==> config.mk <==
export PLATFORM = sky130hd
export DESIGN_NAME = pulse_sar_adc
export DESIGN_NICKNAME = d
export VERILOG_FILES = /design/src/rtl/psar_pkg.sv /design/src/rtl/psar_ctrl.sv /design/src/rtl/psar_core.sv /design/src/rtl/psar_shift.sv /design/src/rtl/pulse_sar_adc.sv
export SDC_FILE = /design/constraint.sdc
export NUM_CORES = 1
export LEC_CHECK = 0
export BUFFER_PORTS_ARGS = -buffer_cell sky130_fd_sc_hd__buf_2
export CAP_MARGIN = 20
export CORE_UTILIZATION = 45
export DETAILED_ROUTE_END_ITERATION = 12
export PLACE_DENSITY_LB_ADDON = 0.12
export SLEW_MARGIN = 20
export SYNTH_ARGS = -nofsm -noshare
export SYNTH_HDL_FRONTEND = slang
export SYNTH_SLANG_ARGS = --single-unit
==> constraint.sdc <==
create_clock -name clk -period 2.7 [get_ports clk]
set_clock_uncertainty 0.1 [all_clocks]
set_input_delay 0.405 -clock clk [delete_from_list [all_inputs] [get_ports clk]]
set_output_delay 0.405 -clock clk [all_outputs]
set_load 0.05 [all_outputs]
==> src/rtl/psar_pkg.sv <==
package psar_pkg;
  parameter int CODE_W = 12;

  typedef enum logic [2:0] {
    PH_IDLE  = 3'd0,
    PH_TRACK = 3'd1,
    PH_ARM   = 3'd2,
    PH_CONV  = 3'd3,
    PH_READ  = 3'd4
  } phase_t;

  // Coding step: bipolar results flip the top bit of the search word.
  function automatic logic [CODE_W-1:0] finish_code(input logic [CODE_W-1:0] raw,
                                                    input logic bipolar);
    logic [CODE_W-1:0] flip;
    flip = '0;
    flip[CODE_W-1] = bipolar;
    return raw ^ flip;
  endfunction

  // Keep or drop the bit under trial.
  function automatic logic [CODE_W-1:0] apply_trial(input logic [CODE_W-1:0] decided,
                                                    input logic [CODE_W-1:0] mask,
                                                    input logic keep);
    return keep ? (decided | mask) : decided;
  endfunction
endpackage

==> src/rtl/psar_ctrl.sv <==
module psar_ctrl
  import psar_pkg::*;
#(
  parameter int ACQ_CYC   = 70,
  parameter int PULSE_MIN = 2
) (
  input  logic   clk,
  input  logic   rst_n,
  input  logic   start_i,
  input  logic   sar_done,
  input  logic   read_done,
  output phase_t phase_o,
  output logic   conv_go,
  output logic   abort,
  output logic   start_rise,
  output logic   sel_alt
);
  localparam int HW = $clog2(ACQ_CYC + 1);
  localparam int LW = $clog2(PULSE_MIN + 1);

  phase_t        phase;
  logic          start_q;
  logic [HW-1:0] hcnt;
  logic [LW-1:0] lcnt;
  logic          pend;
  logic          force_alt;
  logic          start_fall;
  logic          acq_met;
  logic          hi_ok;
  logic          lo_ok;

  assign start_rise = start_i & ~start_q;
  assign start_fall = ~start_i & start_q;
  assign acq_met    = hcnt >= HW'(ACQ_CYC);
  assign hi_ok      = hcnt >= HW'(PULSE_MIN);
  assign lo_ok      = lcnt >= LW'(PULSE_MIN);
  assign conv_go    = (phase == PH_TRACK) && start_fall && acq_met;
  assign abort      = start_rise && ((phase == PH_CONV) || (phase == PH_READ));
  assign phase_o    = phase;

  always_ff @(posedge clk or negedge rst_n) begin
    if (!rst_n) begin
      phase     <= PH_IDLE;
      start_q   <= 1'b0;
      hcnt      <= '0;
      lcnt      <= '0;
      pend      <= 1'b0;
      force_alt <= 1'b0;
      sel_alt   <= 1'b0;
    end else begin
      start_q <= start_i;
      unique case (phase)
        PH_IDLE: begin
          if (start_rise) begin
            phase <= PH_TRACK;
            hcnt  <= HW'(1);
            pend  <= 1'b0;
          end
        end
        PH_TRACK: begin
          if (start_fall) begin
            if (acq_met) begin
              phase     <= PH_CONV;
              sel_alt   <= pend | force_alt;
              force_alt <= 1'b0;
              pend      <= 1'b0;
            end else if (hi_ok) begin
              phase <= PH_ARM;
              lcnt  <= LW'(1);
            end else begin
              phase <= PH_IDLE;
              pend  <= 1'b0;
            end
          end else if (start_i && !acq_met) begin
            hcnt <= hcnt + HW'(1);
          end
        end
        PH_ARM: begin
          if (start_rise) begin
            phase <= PH_TRACK;
            hcnt  <= HW'(1);
            pend  <= lo_ok;
          end else if (!lo_ok) begin
            lcnt <= lcnt + LW'(1);
          end
        end
        PH_CONV, PH_READ: begin
          if (abort) begin
            phase     <= PH_TRACK;
            hcnt      <= HW'(1);
            pend      <= 1'b0;
            force_alt <= 1'b1;
          end else if (phase == PH_CONV && sar_done) begin
            phase <= PH_READ;
          end else if (phase == PH_READ && read_done) begin
            phase <= PH_IDLE;
          end
        end
        default: phase <= PH_IDLE;
      endcase
    end
  end
endmodule

==> src/rtl/psar_core.sv <==
module psar_core
  import psar_pkg::*;
(
  input  logic              clk,
  input  logic              rst_n,
  input  logic              go,
  input  logic              abort,
  input  logic              tick,
  input  logic              cmp_hi,
  input  logic              bipolar,
  output logic              done,
  output logic [CODE_W-1:0] code,
  output logic [CODE_W-1:0] dac_code
);
  localparam int SW = $clog2(CODE_W);

  logic              active;
  logic [SW-1:0]     step;
  logic [CODE_W-1:0] decided;
  logic [CODE_W-1:0] mask;
  logic [CODE_W-1:0] next_word;

  for (genvar g = 0; g < CODE_W; g++) begin : g_mask
    assign mask[g] = active && (step == SW'(g));
  end

  assign next_word = apply_trial(decided, mask, cmp_hi);
  assign done      = active && tick && (step == '0) && !abort;
  assign code      = finish_code(next_word, bipolar);
  assign dac_code  = active ? (decided | mask) : '0;

  always_ff @(posedge clk or negedge rst_n) begin
    if (!rst_n) begin
      active  <= 1'b0;
      step    <= '0;
      decided <= '0;
    end else if (abort) begin
      active <= 1'b0;
    end else if (go) begin
      active  <= 1'b1;
      step    <= SW'(CODE_W - 1);
      decided <= '0;
    end else if (active && tick) begin
      decided <= next_word;
      if (step == '0) active <= 1'b0;
      else            step   <= step - SW'(1);
    end
  end
endmodule

==> src/rtl/psar_shift.sv <==
module psar_shift
  import psar_pkg::*;
(
  input  logic              clk,
  input  logic              rst_n,
  input  logic              go,
  input  logic              abort,
  input  logic              load,
  input  logic [CODE_W-1:0] code,
  input  logic              sclk_i,
  output logic              dout,
  output logic              oe,
  output logic              read_done
);
  localparam int CW = $clog2(CODE_W + 1);

  logic              sclk_q;
  logic              sclk_fall;
  logic              reading;
  logic [CODE_W-1:0] sreg;
  logic [CW-1:0]     cnt;

  assign sclk_fall = sclk_q & ~sclk_i;
  assign read_done = reading && sclk_fall && (cnt == CW'(CODE_W - 1));
  assign dout      = reading ? sreg[CODE_W-1] : 1'b0;

  always_ff @(posedge clk or negedge rst_n) begin
    if (!rst_n) begin
      sclk_q  <= 1'b0;
      reading <= 1'b0;
      oe      <= 1'b0;
      sreg    <= '0;
      cnt     <= '0;
    end else begin
      sclk_q <= sclk_i;
      if (abort) begin
        oe      <= 1'b0;
        reading <= 1'b0;
      end else if (go) begin
        oe      <= 1'b1;
        reading <= 1'b0;
        sreg    <= '0;
      end else if (load) begin
        reading <= 1'b1;
        sreg    <= code;
        cnt     <= '0;
      end else if (reading && sclk_fall) begin
        sreg <= sreg << 1;
        cnt  <= cnt + CW'(1);
        if (read_done) begin
          reading <= 1'b0;
          oe      <= 1'b0;
        end
      end
    end
  end
endmodule

==> src/rtl/pulse_sar_adc.sv <==
module pulse_sar_adc
  import psar_pkg::*;
#(
  parameter int ACQ_CYC   = 70,
  parameter int PULSE_MIN = 2
) (
  input  logic              clk,
  input  logic              rst_n,
  input  logic              start_i,
  input  logic              sclk_i,
  input  logic              conv_tick_i,
  input  logic              cmp_hi_i,
  output logic              dout_o,
  output logic              dout_oe_o,
  output logic [CODE_W-1:0] dac_code_o,
  output logic              track_o,
  output logic              busy_o,
  output logic              alt_sel_o
);
  phase_t            phase;
  logic              conv_go;
  logic              abort_evt;
  logic              start_rise;
  logic              sar_done;
  logic              read_done;
  logic [CODE_W-1:0] result;

  psar_ctrl #(.ACQ_CYC(ACQ_CYC), .PULSE_MIN(PULSE_MIN)) u_ctrl (
    .clk(clk), .rst_n(rst_n), .start_i(start_i), .sar_done(sar_done),
    .read_done(read_done), .phase_o(phase), .conv_go(conv_go),
    .abort(abort_evt), .start_rise(start_rise), .sel_alt(alt_sel_o)
  );

  psar_core u_core (
    .clk(clk), .rst_n(rst_n), .go(conv_go), .abort(abort_evt),
    .tick(conv_tick_i), .cmp_hi(cmp_hi_i), .bipolar(alt_sel_o),
    .done(sar_done), .code(result), .dac_code(dac_code_o)
  );

  psar_shift u_shift (
    .clk(clk), .rst_n(rst_n), .go(conv_go), .abort(abort_evt),
    .load(sar_done), .code(result), .sclk_i(sclk_i),
    .dout(dout_o), .oe(dout_oe_o), .read_done(read_done)
  );

  assign track_o = (phase == PH_TRACK);
  assign busy_o  = (phase == PH_CONV);
endmodule

; After elaboration in Yosys (flattened, before gate mapping)
; Cells that the tools add are included.
[word_totals]
register_bits = 52
latchBits = 0
ram_bits = 0
romBits = 0
out_inout_bits = 17
elab_cells = 176
mem_count = 0
[op_classes]
addsub = 4
n_mul = 0
div = 0
magnitude_cmp = 3
eq_ne = 32
n_shift = 0
muxes = 55
bitwise = 11
reduce_logical = 56
[op_table]
columns = op, count
row1 = 2-to-1 mux 12 bit, 7
row2 = 2-to-1 mux 7 bit, 4
row3 = logical AND 1 bit, 23
row4 = 2-to-1 mux 1 bit, 22
row5 = case mux 7 bit (3 select lines), 1
row6 = equality test 4 bit (second input constant), 5
row7 = 2-to-1 mux 4 bit, 5
row8 = 2-to-1 mux 3 bit, 6
row9 = nonzero test 3 bit, 6
row10 = equality test 4 x 3 -> 1 bit (second input constant), 4
row11 = inequality test 2 x 1 -> 1 bit (second input constant), 8
row12 = AND reduction 3 bit, 5
row13 = 2-to-1 mux 2 bit, 6
row14 = OR 12 bit, 1
row15 = AND reduction 6 bit, 2
row16 = nonzero test 4 bit, 3
row17 = bitwise XOR 12 bit, 1
row18 = inequality test 2 bit (second input constant), 5
row19 = case mux 3 bit (3 select lines), 1
row20 = equality test 4 x 2 -> 1 bit (second input constant), 2
row21 = AND reduction 2 bit, 4
row22 = nonzero test 2 bit, 4
row23 = adder 7 x 1 -> 7 bit (second input constant), 1
row24 = >= comparator 7 x 2 -> 1 bit (second input constant), 1
row25 = other kinds (24), 34

; Logic depth before layout (Yosys ltp)
; Gate-level depths: netlist of the first run.
[depth]
word_depth = 9
ltp_mapped = 9
depth_no_buf = 7

; Cells and area by module
; From an unflattened synthesis of the first run, not the netlist that was laid out.
[hier_totals]
cells_unflattened = 345
area_unflattened_um2 = 3273.1
[by_module_without_submodules]
columns = module, instances, cells_each, area_each_um2, seq_area_each_um2
row1 = psar_core, 1, 130, 1129.8, 425.4
row2 = psar_ctrl, 1, 119, 1107.3, 400.4
row3 = psar_shift, 1, 94, 1014.7, 475.5
row4 = pulse_sar_adc, 1, 2, 21.3, 0.0

; Worst setup path after synthesis of the first run
; No wires, ideal clock.
[synth_timing]
kind = reg2out
from = reg u_core.step[0]
to = out dac_code_o[0]
t_arrival_ps = 2290
setup_slack_ps = -95
path_stages_with_launch = 5
path_buffers = 0
cell_sequence = dfrtp_1 inv_1 ha_1 or3b_4 a21boi_0
[synth_between]
elab_chain_cells = 4
[synth_rtl]
columns = element, line_no
row1 = from (decl), psar_core.sv:18  ; logic [SW-1:0] step;
row2 = from (signal assigned), psar_core.sv:41  ; step <= SW'(CODE_W - 1);
row3 = from (signal assigned), psar_core.sv:46  ; else step <= step - SW'(1);
row4 = logical NOT 4 bit, psar_core.sv:24  ; assign mask[g] = active && (step == SW'(g));
row5 = logical AND 1 bit, psar_core.sv:24
row6 = OR 12 bit, psar_core.sv:30  ; assign dac_code = active ? (decided | mask) : '0;
row7 = 2-to-1 mux 12 bit, psar_core.sv:30
row8 = to (decl), pulse_sar_adc.sv:15  ; output logic [CODE_W-1:0] dac_code_o,
; Every way passes these cells.

; Final worst setup path of the first run
; Ends and elaborated chain as after synthesis.

==> summary by stage, run 1 <==
Clock tree
For the worst-skew pair, the clock arrives at the later sink with an insertion delay of 0.30 ns. In this run the number of H-tree levels came out at 2. Buffers added to address setup during post-CTS repair amount to 0. Clock-pin slew was measured on the worst setup and hold paths at 0.09 ns.

The clock root buffer master is clkbuf_8. The number of clock sinks is 52. The number of hold buffers added after CTS was 0. TritonCTS built the clock tree.

Buffers inserted during clock tree synthesis total 5. In this run, post-CTS repair resized a total of 0 instances. In this run the deepest clock path goes through 2 buffers.

GRT
The via count of the first global-routing pass is 2,286. Entering global routing, the biggest net connects 29 pins. The number of antenna violations at the first check in global routing is 0. In the global route stage, overall resource usage came out at 0.213. The first-pass GRT wire length is 10.9 mm. The sum of overflow across all layers after global routing is 0.

Setup path
For this run, the slowest stage of the critical path takes 0.42 ns. The maximum fanout along the worst path is 6. Traced cell by cell, the critical path runs through inv_1 -> ha_2 -> or3b_4 -> a21boi_1 -> clkbuf_4.

The critical path startpoint category is a flop. The cell family contributing the most delay on the critical path is buffers and inverters. The critical path contains buffers and inverters numbering 2 combined. On the critical path, the stage with the largest delay is an instance of dfrtp_1. For the worst setup path, the data required time is 2.19 ns.

STA puts the critical path data arrival time at 2.06 ns. The worst setup path is of the reg -> out kind. STA classifies the critical path endpoint as a primary output.

Pwr
The share of total power in combinational logic is 0.389. IR analysis of the VDD net gives a maximum drop of 0.432 mV. The power density over the cells is 832 nW/um^2. Cell internal power was estimated by the tool at 1.59 mW.

In this run the power spent charging and discharging nets is 1.06 mW. Of the total power, the share spent switching nets is 0.401. For this design the static power due to leakage is 1.47 nW. The sequential fraction of design power is 0.432. Of the total power, the clock network draws 0.178.

Yosys
The yosys synthesis warning count is 0. The flip-flop and latch count after synthesis is 52. The distinct cell type count of the synthesized netlist is 55. For this run, the register share of the synthesized area comes to 0.452. The synthesized area divided by synthesized cell count is 9.03 um^2.

The post-synth net total is 333. Counting every instance in the synthesized netlist gives 319. The fraction of synthesis flops using an asynchronous set or reset pin is 1.00. The main flop type after synthesis is dfrtp_1. The cell area after synthesis is 2880 um^2.

The number of synthesized flops with an enable pin is 0.

Route
After detailed routing, the number of remaining DRC violations is 0. Once detail routing completed, the nets flagged for antenna violations numbered 0. The average detailed-routed wire length per instance is 15.4 um. The iteration-0 DRC count of the detailed router is 150.

For this block, the routed nets add up to 6.42 mm of wire. The number of vias per cell after detailed routing is 5.70. The total via count after detailed routing is 2,370. The count of TritonRoute iterations in the first routing pass is 4.

Final layout
For this run, the post-layout net count is 355. In the final layout, the share of cells above drive strength 1 is 0.158. The utilization after layout is 0.526.

The top cell types in the final layout, fill and taps aside, are dfrtp_1 (52), nor2_1 (38), a21oi_1 (31). Compared with the post-synthesis result, the final layout area differs by 10.6%. The most frequent standard cell in the layout excluding fill and tap cells is dfrtp_1. 0 antenna diodes ended up in the layout.

Die
The initial cell density of the core is 0.475. The die covers 6730 um^2. The standard cell core area is 6060 um^2. The floorplan has 28 rows. For this design the top-level I/O count stands at 23.

The chip width is 82.0 um. The die span in y is 82.0 um.

Placement
The global placement routability congestion is 0.797. The count of buffers added on input and output ports is 22. Detailed placement finished with a half-perimeter wire length of 4.51 mm.

Run
The number of violations of the max-capacitance limit is 0.

Status
The flow ran to the end, but the final reports show violations. The checks that failed: negative hold slack.

Timing
Setup repair after global routing left no endpoint under its margin. Hold timing on the final database bottoms out at a slack of -0.00425 ns. The final worst-path cycle share is 0.949. For the final routed database, the setup TNS stands at 0 ns. The count of pins over their slew limit was 0. The maximum operating frequency is 390 MHz. The worst path needs 2.56 ns of the cycle, external delays included.

The final count of negative-setup-slack endpoints is 0. The pin slew with the least headroom to its limit is 0.585 ns. The final number of hold-violating endpoints is 5.

The worst slew margin relative to its limit is 0.610.

Min path
In this run the worst hold path is classified as in -> async.
[cell type report]
cell class	instances	area, um^2
tap	75	93.8
fill	586	2870
multi-input combinational	237	1450
inverter	10	37.5
sequential	52	1300
timing repair buffer	35	210
clock buffer	7	96.3
[path summary, 6_finish.rpt]
| kind | from | endpoint | slack [ns] | depth (start not counted) |
|---|---|---|---|---|
| worst max-delay path | u_core.step[0]$_DFFE_PN0P_ | dac_code_o[0] | 0.14 | 5 |
| worst min-delay path | rst_n | u_core.decided[9]$_DFFE_PN0P_ | -0.004 | 1 |
| worst max register to register | u_core.step[0]$_DFFE_PN0P_ | u_shift.sreg[7]$_DFFE_PN0P_ | 0.38 | 8 |
| worst min register to register | u_ctrl.force_alt$_DFFE_PN0P_ | u_ctrl.force_alt$_DFFE_PN0P_ | 0.38 | 2 |
| max in group asynchronous | rst_n | u_ctrl.hcnt[2]$_DFFE_PN0P_ | 1.88 | 2 |
| min in group clk | sclk_i | u_shift.sclk_q$_DFF_PN0_ | 0.13 | 1 |
[sequential cells by signal (all words and copies together), names as in the netlist, 2 cells and up]
signal          cells
u_ctrl.hcnt         7
u_ctrl.phase_o      3
u_core.step         4
u_shift.cnt         4
u_shift.sreg       12
u_ctrl.lcnt         2
u_core.decided     12
[cells by family (layout without fill, tap and decap cells)]
kind of cell / after synthesis / in the layout / share of synthesized area
adder cells (fa/ha/maj): 8 / 8 / 0.0347
AO/OA/AOI/OAI: 100 / 100 / 0.218
buffers and inverters: 30 / 52 / 0.0469
XOR/XNOR: 5 / 5 / 0.0152
flip-flops: 52 / 52 / 0.452
AND/OR/NAND/NOR: 120 / 120 / 0.217
multiplexers: 4 / 4 / 0.0165
[synth_stat cells, drive strengths merged, types with 2 or more instances]
| cell | instances | share of area |
|---|---|---|
| dfrtp | 52 | 0.45 |
| nor2 | 39 | 0.052 |
| a21oi | 31 | 0.054 |
| o21ai | 27 | 0.048 |
| nand2 | 23 | 0.030 |
| a31oi | 21 | 0.046 |
| nor2b | 16 | 0.035 |
| buf | 10 | 0.021 |
| clkbuf | 10 | 0.013 |
| inv | 10 | 0.013 |
| ha | 8 | 0.035 |
| nand3 | 7 | 0.012 |
| and3 | 6 | 0.013 |
| nor3 | 5 | 0.013 |
| and4 | 4 | 0.012 |
| nand4 | 4 | 0.0087 |
| a22oi | 3 | 0.0096 |
| mux2 | 3 | 0.013 |
| or3 | 3 | 0.0065 |
| xor2 | 3 | 0.0091 |
| a211oi | 2 | 0.0096 |
| a21boi | 2 | 0.0052 |
| and3b | 2 | 0.0061 |
| nand3b | 2 | 0.0052 |
| nor4 | 2 | 0.0043 |
| o22a | 2 | 0.0061 |
| o31ai | 2 | 0.010 |
| or3b | 2 | 0.0078 |
| xnor2 | 2 | 0.0061 |
[power by group through the flow]
stage                     combinational (mW)  sequential (mW)  clock [mW]
after floorplan                        0.830             1.11           0
after global placement                  1.02             1.15           0
after detailed placement                1.03             1.16           0
after CTS                               1.03             1.14       0.494
after global routing                    1.16             1.18       0.527
final                                   1.03             1.15       0.472
[worst register-to-register path, delay by kind of cell (launching register included)]
kind / cells / cell delay (ns)
simple gates: 3 / 0.87
compound gates: 2 / 0.18
flops: 1 / 0.42
buf+inv: 2 / 0.35
fa+ha+maj: 1 / 0.26
[through the flow]
stage	hold WS, ns	setup WS, ns	total power, mW	cell area (um^2)	cells
after floorplan	0.00941	0.277	1.94	2880	319
after global placement	0.338	0.449	2.17	3090	409
after detailed placement	0.333	0.351	2.19	3090	409
after CTS	0.0108	0.0675	2.67	3180	416
after global routing	0.0279	0.0249	2.86	3190	416
final	-0.00425	0.137	2.65	3190	416
[metal layers]
| metal | global-route usage | up-vias | part of all wire |
|---|---|---|---|
| li1 | - | 1179 | - |
| met1 | 0.302 | 1137 | 0.49 |
| met2 | 0.336 | 48 | 0.46 |
| met3 | 0.0311 | 6 | 0.036 |
| met4 | 0.0632 | 0 | 0.012 |
| met5 | 0 | - | 0 |
(Power assumes the default switching activity.)
==> inputs of run 2 (changes only) <==
--- a/config.mk
+++ b/config.mk
@@ -10,6 +10,7 @@
 export CORE_UTILIZATION = 45
 export DETAILED_ROUTE_END_ITERATION = 12
 export PLACE_DENSITY_LB_ADDON = 0.12
+export SETUP_SLACK_MARGIN = 0.2
 export SLEW_MARGIN = 20
 export SYNTH_ARGS = -nofsm -noshare
 export SYNTH_HDL_FRONTEND = slang
==> summary by stage, run 2 (same netlist as run 1, synthesis figures left out) <==
Setup path
The maximum fanout along the worst path is 6 (unchanged). The kind of end point of the critical path is a primary output (unchanged). The signal arrival time at the worst endpoint is 1.86 ns (was 2.06 ns). The start-to-end type of the worst setup path is reg -> out (unchanged).

The critical path startpoint category is a flop (unchanged). The required time of the worst setup path is 2.19 ns (about the same).

Clock tree
The TritonCTS clock tree is yes (unchanged). The clock-pin slew on the worst setup and hold paths came to 0.09 ns (about the same). The TritonCTS buffer count is 5 (unchanged). The number of buffers added to fix hold violations after cts is 0 (unchanged). The number of buffers inserted by post-CTS setup repair is 0 (unchanged).

The number of clock sinks is 52 (unchanged). The later-pin clock latency in the skew report was 0.30 ns (about the same). The maximum root-to-sink buffer count is 2 (unchanged). The post-CTS resize count came to 3 (was 0). The H-tree level count was 2 (unchanged).

The clock root buffer master is clkbuf_8 (unchanged).

Placement
The post-detailed-placement half-perimeter wirelength is 4.51 mm (unchanged). The global placement routability congestion is 0.797 (unchanged). The quantity of I/O buffers inserted on ports came to 22 (unchanged). The area after detailed placement was 3090 um^2 (unchanged).

Min path
The class of the tightest hold or removal check was in -> async (unchanged).

Timing
The final number of hold-violating endpoints was 16 (was 5). The final worst-path cycle share came to 0.878 (was 0.949). The pin slew with the least headroom to its limit is 0.578 ns (was 0.585 ns). The maximum operating frequency is 422 MHz (was 390 MHz). The aggregate negative setup slack was 0 ns (unchanged). RSZ-0062 raised after global routing: false (unchanged). The count of pins over their slew limit is 0 (unchanged). The time the worst path needs with I/O delays and setup was 2.37 ns (was 2.56 ns). The worst slew margin relative to its limit is 0.615 (was 0.610). The hold slack was -0.0149 ns (was -0.00425 ns).

The final count of negative-setup-slack endpoints is 0 (unchanged).

GRT
The pin count of the biggest net entering global routing is 29 (unchanged). The overall track demand over capacity in global routing is 0.215 (was 0.213). The sum of overflow across all layers after global routing is 0 (unchanged).

The first-pass GRT wire length is 11.0 mm (was 10.9 mm). The number of antenna violations at the first check in global routing is 0 (unchanged). The via count of the first global-routing pass is 2,291 (was 2,286).

Die
The number of placement rows is 28 (unchanged). The chip width is 82.0 um (unchanged). The initial cell density of the core is 0.475 (unchanged).

The standard cell core area is 6060 um^2 (unchanged). The number of primary I/O pins is 23 (unchanged). The die span in y came to 82.0 um (unchanged). The overall die area is 6730 um^2 (unchanged).

Final layout
The synthesis-to-layout area growth is 11.2% (was 10.6%). Top library cells by usage in the layout, fill and taps aside: dfrtp_1 (52), nor2_1 (38), a21oi_1 (31) (unchanged). The area of all placed cells without fillers is 3200 um^2 (was 3190 um^2). The antenna diode instance count is 0 (unchanged). The utilization after layout came to 0.529 (was 0.526). The layout net count is 355 (unchanged). The layout cell share with drive strength beyond 1 is 0.164 (was 0.158). The most frequent standard cell in the layout excluding fill and tap cells is dfrtp_1 (unchanged). Leading registers by flop count: u_core.decided: 12 flops, u_shift.sreg: 12 flops, u_ctrl.hcnt: 7 flops (unchanged).

Status
Violated checks: negative hold slack (unchanged). Status: complete, but fails checks (unchanged).

Pwr
The leakage power is 1.47 nW (about the same). The worst IR drop on VDD is 0.434 mV (was 0.432 mV). The power density over the cells is 838 nW/um^2 (was 832 nW/um^2).

The total power consumption of the routed design is 2.68 mW (was 2.65 mW).

Route
The count of TritonRoute iterations in the first routing pass is 4 (unchanged). The number of DRC violations after detailed routing is 0 (unchanged). The iteration-0 DRC count of the detailed router is 166 (was 150). The number of vias per cell after detailed routing is 5.77 (was 5.70).

The total via count after detailed routing was 2,400 (was 2,370). The count of antenna-violating nets left after detailed routing came to 0 (unchanged). The total wire length after detailed routing is 6.51 mm (was 6.42 mm). The average detailed-routed wire length per instance is 15.6 um (was 15.4 um).

Run
The number of violations of the max-capacitance limit was 0 (unchanged).
-- run 2: cell count changes in the layout (fill, tap and decap cells not counted) --
cell      previous run  this run
a21boi_1             1         0
a21boi_2             0         1
buf_6                0         1
clkbuf_4             1         0
ha_2                 1         0
ha_4                 0         1
inv_1               10         9
inv_2                0         1
-- run 2: metal layers --
metal | vias up | routed length, um | track usage
met5 | - | 0 | 0
met4 | 0 | 96 | 0.0632
met3 | 8 | 191 | 0.0311
met2 | 44 | 3040 | 0.342
met1 | 1162 | 3180 | 0.303
li1 | 1186 | - | -
-- run 2: final timing paths --
| path | from | cells after the start | slack (ns) | to |
|---|---|---|---|---|
| min | rst_n | 1 | -0.01 | u_core.decided[9]$_DFFE_PN0P_ |
| max in group asynchronous | rst_n | 2 | 1.89 | u_ctrl.hcnt[2]$_DFFE_PN0P_ |
| min reg2reg | u_ctrl.force_alt$_DFFE_PN0P_ | 2 | 0.38 | u_ctrl.force_alt$_DFFE_PN0P_ |
| max reg2reg | u_core.step[1]$_DFFE_PN0P_ | 8 | 0.47 | u_shift.sreg[7]$_DFFE_PN0P_ |
| max | u_core.step[1]$_DFFE_PN0P_ | 5 | 0.33 | dac_code_o[0] |
| min in group clk | sclk_i | 1 | 0.13 | u_shift.sclk_q$_DFF_PN0_ |
-- run 2: through the flow --
step                setup WS, ns  std cells
floorplan                  0.277        319
global placement           0.449        409
detailed placement         0.351        409
CTS                        0.230        416
global route               0.240        416
finish                     0.330        416
-- run 2: worst max-delay path: stages (launching register included) --
cell	delay (ns)
dfrtp_1	0.43
inv_1	0.14
ha_4	0.18
or3b_4	0.42
a21boi_2	0.22
buf_6	0.19
-- run 2: where the power goes --
| part | leakage [nW] | switching [mW] | total (mW) | internal [mW] |
|---|---|---|---|---|
| logic | 0.734 | 0.647 | 1.06 | 0.411 |
| clock network | 0.0503 | 0.250 | 0.479 | 0.229 |
| registers | 0.685 | 0.187 | 1.15 | 0.961 |
-- run 2: cell type report --
type | instances | area [um^2]
well taps | 75 | 93.8
fillers | 586 | 2860
flip-flops and latches | 52 | 1300
repair buffers | 35 | 214
inverters | 10 | 37.5
clock buffers | 7 | 96.3
multi-input cells | 237 | 1460
==> inputs of run 3 (changes only) <==
--- a/config.mk
+++ b/config.mk
@@ -7,9 +7,10 @@
 export LEC_CHECK = 0
 export BUFFER_PORTS_ARGS = -buffer_cell sky130_fd_sc_hd__buf_2
 export CAP_MARGIN = 20
+export CORE_MARGIN = 2
 export CORE_UTILIZATION = 45
 export DETAILED_ROUTE_END_ITERATION = 12
-export PLACE_DENSITY_LB_ADDON = 0.12
+export PLACE_DENSITY = 0.71
 export SETUP_SLACK_MARGIN = 0.2
 export SLEW_MARGIN = 20
 export SYNTH_ARGS = -nofsm -noshare
==> summary by stage, run 3 (same netlist as run 1, synthesis figures left out) <==
Clock tree
The clock root buffer master is clkbuf_8 (unchanged). The maximum root-to-sink buffer count is 2 (unchanged). The TritonCTS clock tree is yes (unchanged). The number of clock sinks is 52 (unchanged). The clock-pin slew on the worst setup and hold paths is 0.10 ns (was 0.09 ns).

The later-pin clock latency in the skew report is 0.31 ns (was 0.30 ns). The TritonCTS buffer count is 5 (unchanged). The H-tree level count is 2 (unchanged).

GRT
The via count of the first global-routing pass is 2,365 (was 2,291). The sum of overflow across all layers after global routing is 0 (unchanged). The number of antenna violations at the first check in global routing is 0 (unchanged). The overall track demand over capacity in global routing came to 0.192 (was 0.215). The first-pass GRT wire length was 11.1 mm (was 11.0 mm).

The pin count of the biggest net entering global routing is 32 (was 29).

Final layout
The area of all placed cells without fillers came to 3180 um^2 (was 3200 um^2). Leading registers by flop count: u_core.decided: 12 flops, u_shift.sreg: 12 flops, u_ctrl.hcnt: 7 flops (unchanged). The synthesis-to-layout area growth came to 10.5% (was 11.2%). The layout cell share with drive strength beyond 1 is 0.154 (was 0.164).

Top library cells by usage in the layout, fill and taps aside: dfrtp_1 (52), nor2_1 (38), a21oi_1 (31) (unchanged). The layout net count was 351 (was 355). The most frequent standard cell in the layout excluding fill and tap cells was dfrtp_1 (unchanged). The antenna diode instance count is 0 (unchanged).

Route
The total via count after detailed routing is 2,431 (was 2,400). The average detailed-routed wire length per instance is 15.1 um (was 15.6 um). The count of antenna-violating nets left after detailed routing is 0 (unchanged). The iteration-0 DRC count of the detailed router is 149 (was 166). The number of DRC violations after detailed routing came to 0 (unchanged). The count of TritonRoute iterations in the first routing pass came to 4 (unchanged). The number of vias per cell after detailed routing is 5.86 (was 5.77). The total wire length after detailed routing is 6.25 mm (was 6.51 mm).

Pwr
The power density over the cells is 853 nW/um^2 (was 838 nW/um^2). The leakage power came to 1.45 nW (was 1.47 nW). The worst IR drop on VDD is 0.477 mV (was 0.434 mV).

Setup path
The number of cell instances on the worst register-to-register path was 8 (unchanged). The required time of the worst setup path is 2.19 ns (about the same). The number of buffer and inverter stages on the critical path is 2 (unchanged). The slack of the worst reg-to-reg path is 0.45 ns (was 0.47 ns). CP cell instances: inv_1 -> ha_4 -> or3b_4 -> a21boi_1 -> buf_4 (was inv_1 -> ha_4 -> or3b_4 -> a21boi_2 -> buf_6).

The maximum fanout along the worst path was 6 (unchanged). The start-to-end type of the worst setup path was reg -> out (unchanged). The cell at the slowest stage of the critical path is dfrtp_1 (unchanged).

The kind of cell adding the most delay to the critical path is flip-flops (unchanged). The reg-to-reg endpoint is u_shift.sreg[7]$_DFFE_PN0P_ (unchanged). The maximum cell stage delay along the critical path is 0.43 ns (about the same). The critical path startpoint category is a flop (unchanged). The source of the worst register-to-register timing path is u_core.step[1]$_DFFE_PN0P_ (unchanged). The kind of end point of the critical path was a primary output (unchanged). The signal arrival time at the worst endpoint is 1.88 ns (was 1.86 ns).

Timing
The final worst-path cycle share came to 0.883 (was 0.878). The maximum operating frequency is 419 MHz (was 422 MHz). The pin slew with the least headroom to its limit is 0.697 ns (was 0.578 ns). The count of pins over their slew limit is 0 (unchanged). The worst slew margin relative to its limit came to 0.536 (was 0.615). The final number of hold-violating endpoints came to 0 (was 16).

The final count of negative-setup-slack endpoints is 0 (unchanged). The time the worst path needs with I/O delays and setup is 2.38 ns (was 2.37 ns). RSZ-0062 raised after global routing: false (unchanged). The aggregate negative setup slack came to 0 ns (unchanged).

Placement
The global placement routability congestion is 0.787 (was 0.797). The quantity of I/O buffers inserted on ports came to 22 (unchanged). The post-detailed-placement half-perimeter wirelength was 4.53 mm (was 4.51 mm). The area after detailed placement is 3060 um^2 (was 3090 um^2).

Min path
The class of the tightest hold or removal check was in -> async (unchanged).

Die
The number of placement rows came to 29 (was 28). The initial cell density of the core is 0.459 (was 0.475). The standard cell core area came to 6280 um^2 (was 6060 um^2). The number of primary I/O pins came to 23 (unchanged). The chip width is 84.0 um (was 82.0 um). The overall die area came to 7060 um^2 (was 6730 um^2). The die span in y is 84.0 um (was 82.0 um).

Run
The number of violations of the max-capacitance limit is 0 (unchanged).

Status
Status: completed (was complete, but fails checks).
-- run 3: cell count changes in the layout (fill, tap and decap cells not counted), sizes merged --
cell | previous run | this run
clkbuf | 7 | 5
clkinvlp | 0 | 1
bufinv | 0 | 1
buf | 35 | 31
clkinv | 0 | 1
-- run 3: per-stage QoR --
stage / utilization / worst slack (ns) / instances / hold slack [ns] / total power [mW]
floorplan: - / 0.277 / 319 / 0.00941 / 1.94
global placement: 0.487 / 0.437 / 407 / 0.360 / 2.14
detailed placement: 0.487 / 0.338 / 407 / 0.367 / 2.17
CTS: 0.506 / 0.213 / 415 / 0.0507 / 2.72
global route: 0.507 / 0.206 / 415 / 0.0998 / 2.93
finish: 0.507 / 0.315 / 415 / 0.0316 / 2.72
-- run 3: power by group --
part	switching, mW	internal, mW
Sequential	0.190	0.961
Clock	0.258	0.274
Combinational	0.638	0.395
-- run 3: metal layers --
metal  wire, um  track usage  vias up
li1           -            -     1181
met1       2900        0.261     1182
met2       2920        0.304       53
met3        263       0.0376       15
met4        172       0.0733        0
met5          0            0        -
-- run 3: layout make-up --
type	instances	area [um^2]
Multi-Input combinational cell	237	1460
Clock buffer	5	68.8
Clock inverter	3	42.5
Inverter	10	37.5
Sequential cell	52	1300
Timing Repair Buffer	31	180
Tap cell	77	96.3
Fill cell	595	3090
-- run 3: what timing repair did --
action,CTS,global route
setup buffers,0,0
gates resized for setup,2,2
hold buffers,0,0
endpoints found under the setup margin,1,1
-- run 3: worst max path at each step --
| stage | start | endpoint | slack (ns) | cells after the start |
|---|---|---|---|---|
| 2_1_floorplan | u_core.step[0]$_DFFE_PN0P_ | dac_code_o[0] | 0.28 | 4 |
| 3_3_place_gp | u_core.step[0]$_DFFE_PN0P_ | u_ctrl.phase_o[1]$_DFFE_PN0P_ | 0.44 | 7 |
| 3_5_place_dp | u_core.step[0]$_DFFE_PN0P_ | u_shift.sreg[7]$_DFFE_PN0P_ | 0.34 | 8 |
| 4_1_cts | u_core.step[0]$_DFFE_PN0P_ | dac_code_o[0] | 0.21 | 5 |
| 5_1_grt | u_core.step[3]$_DFFE_PN0P_ | dac_code_o[9] | 0.21 | 4 |
| 6_report | u_core.step[1]$_DFFE_PN0P_ | dac_code_o[0] | 0.32 | 5 |
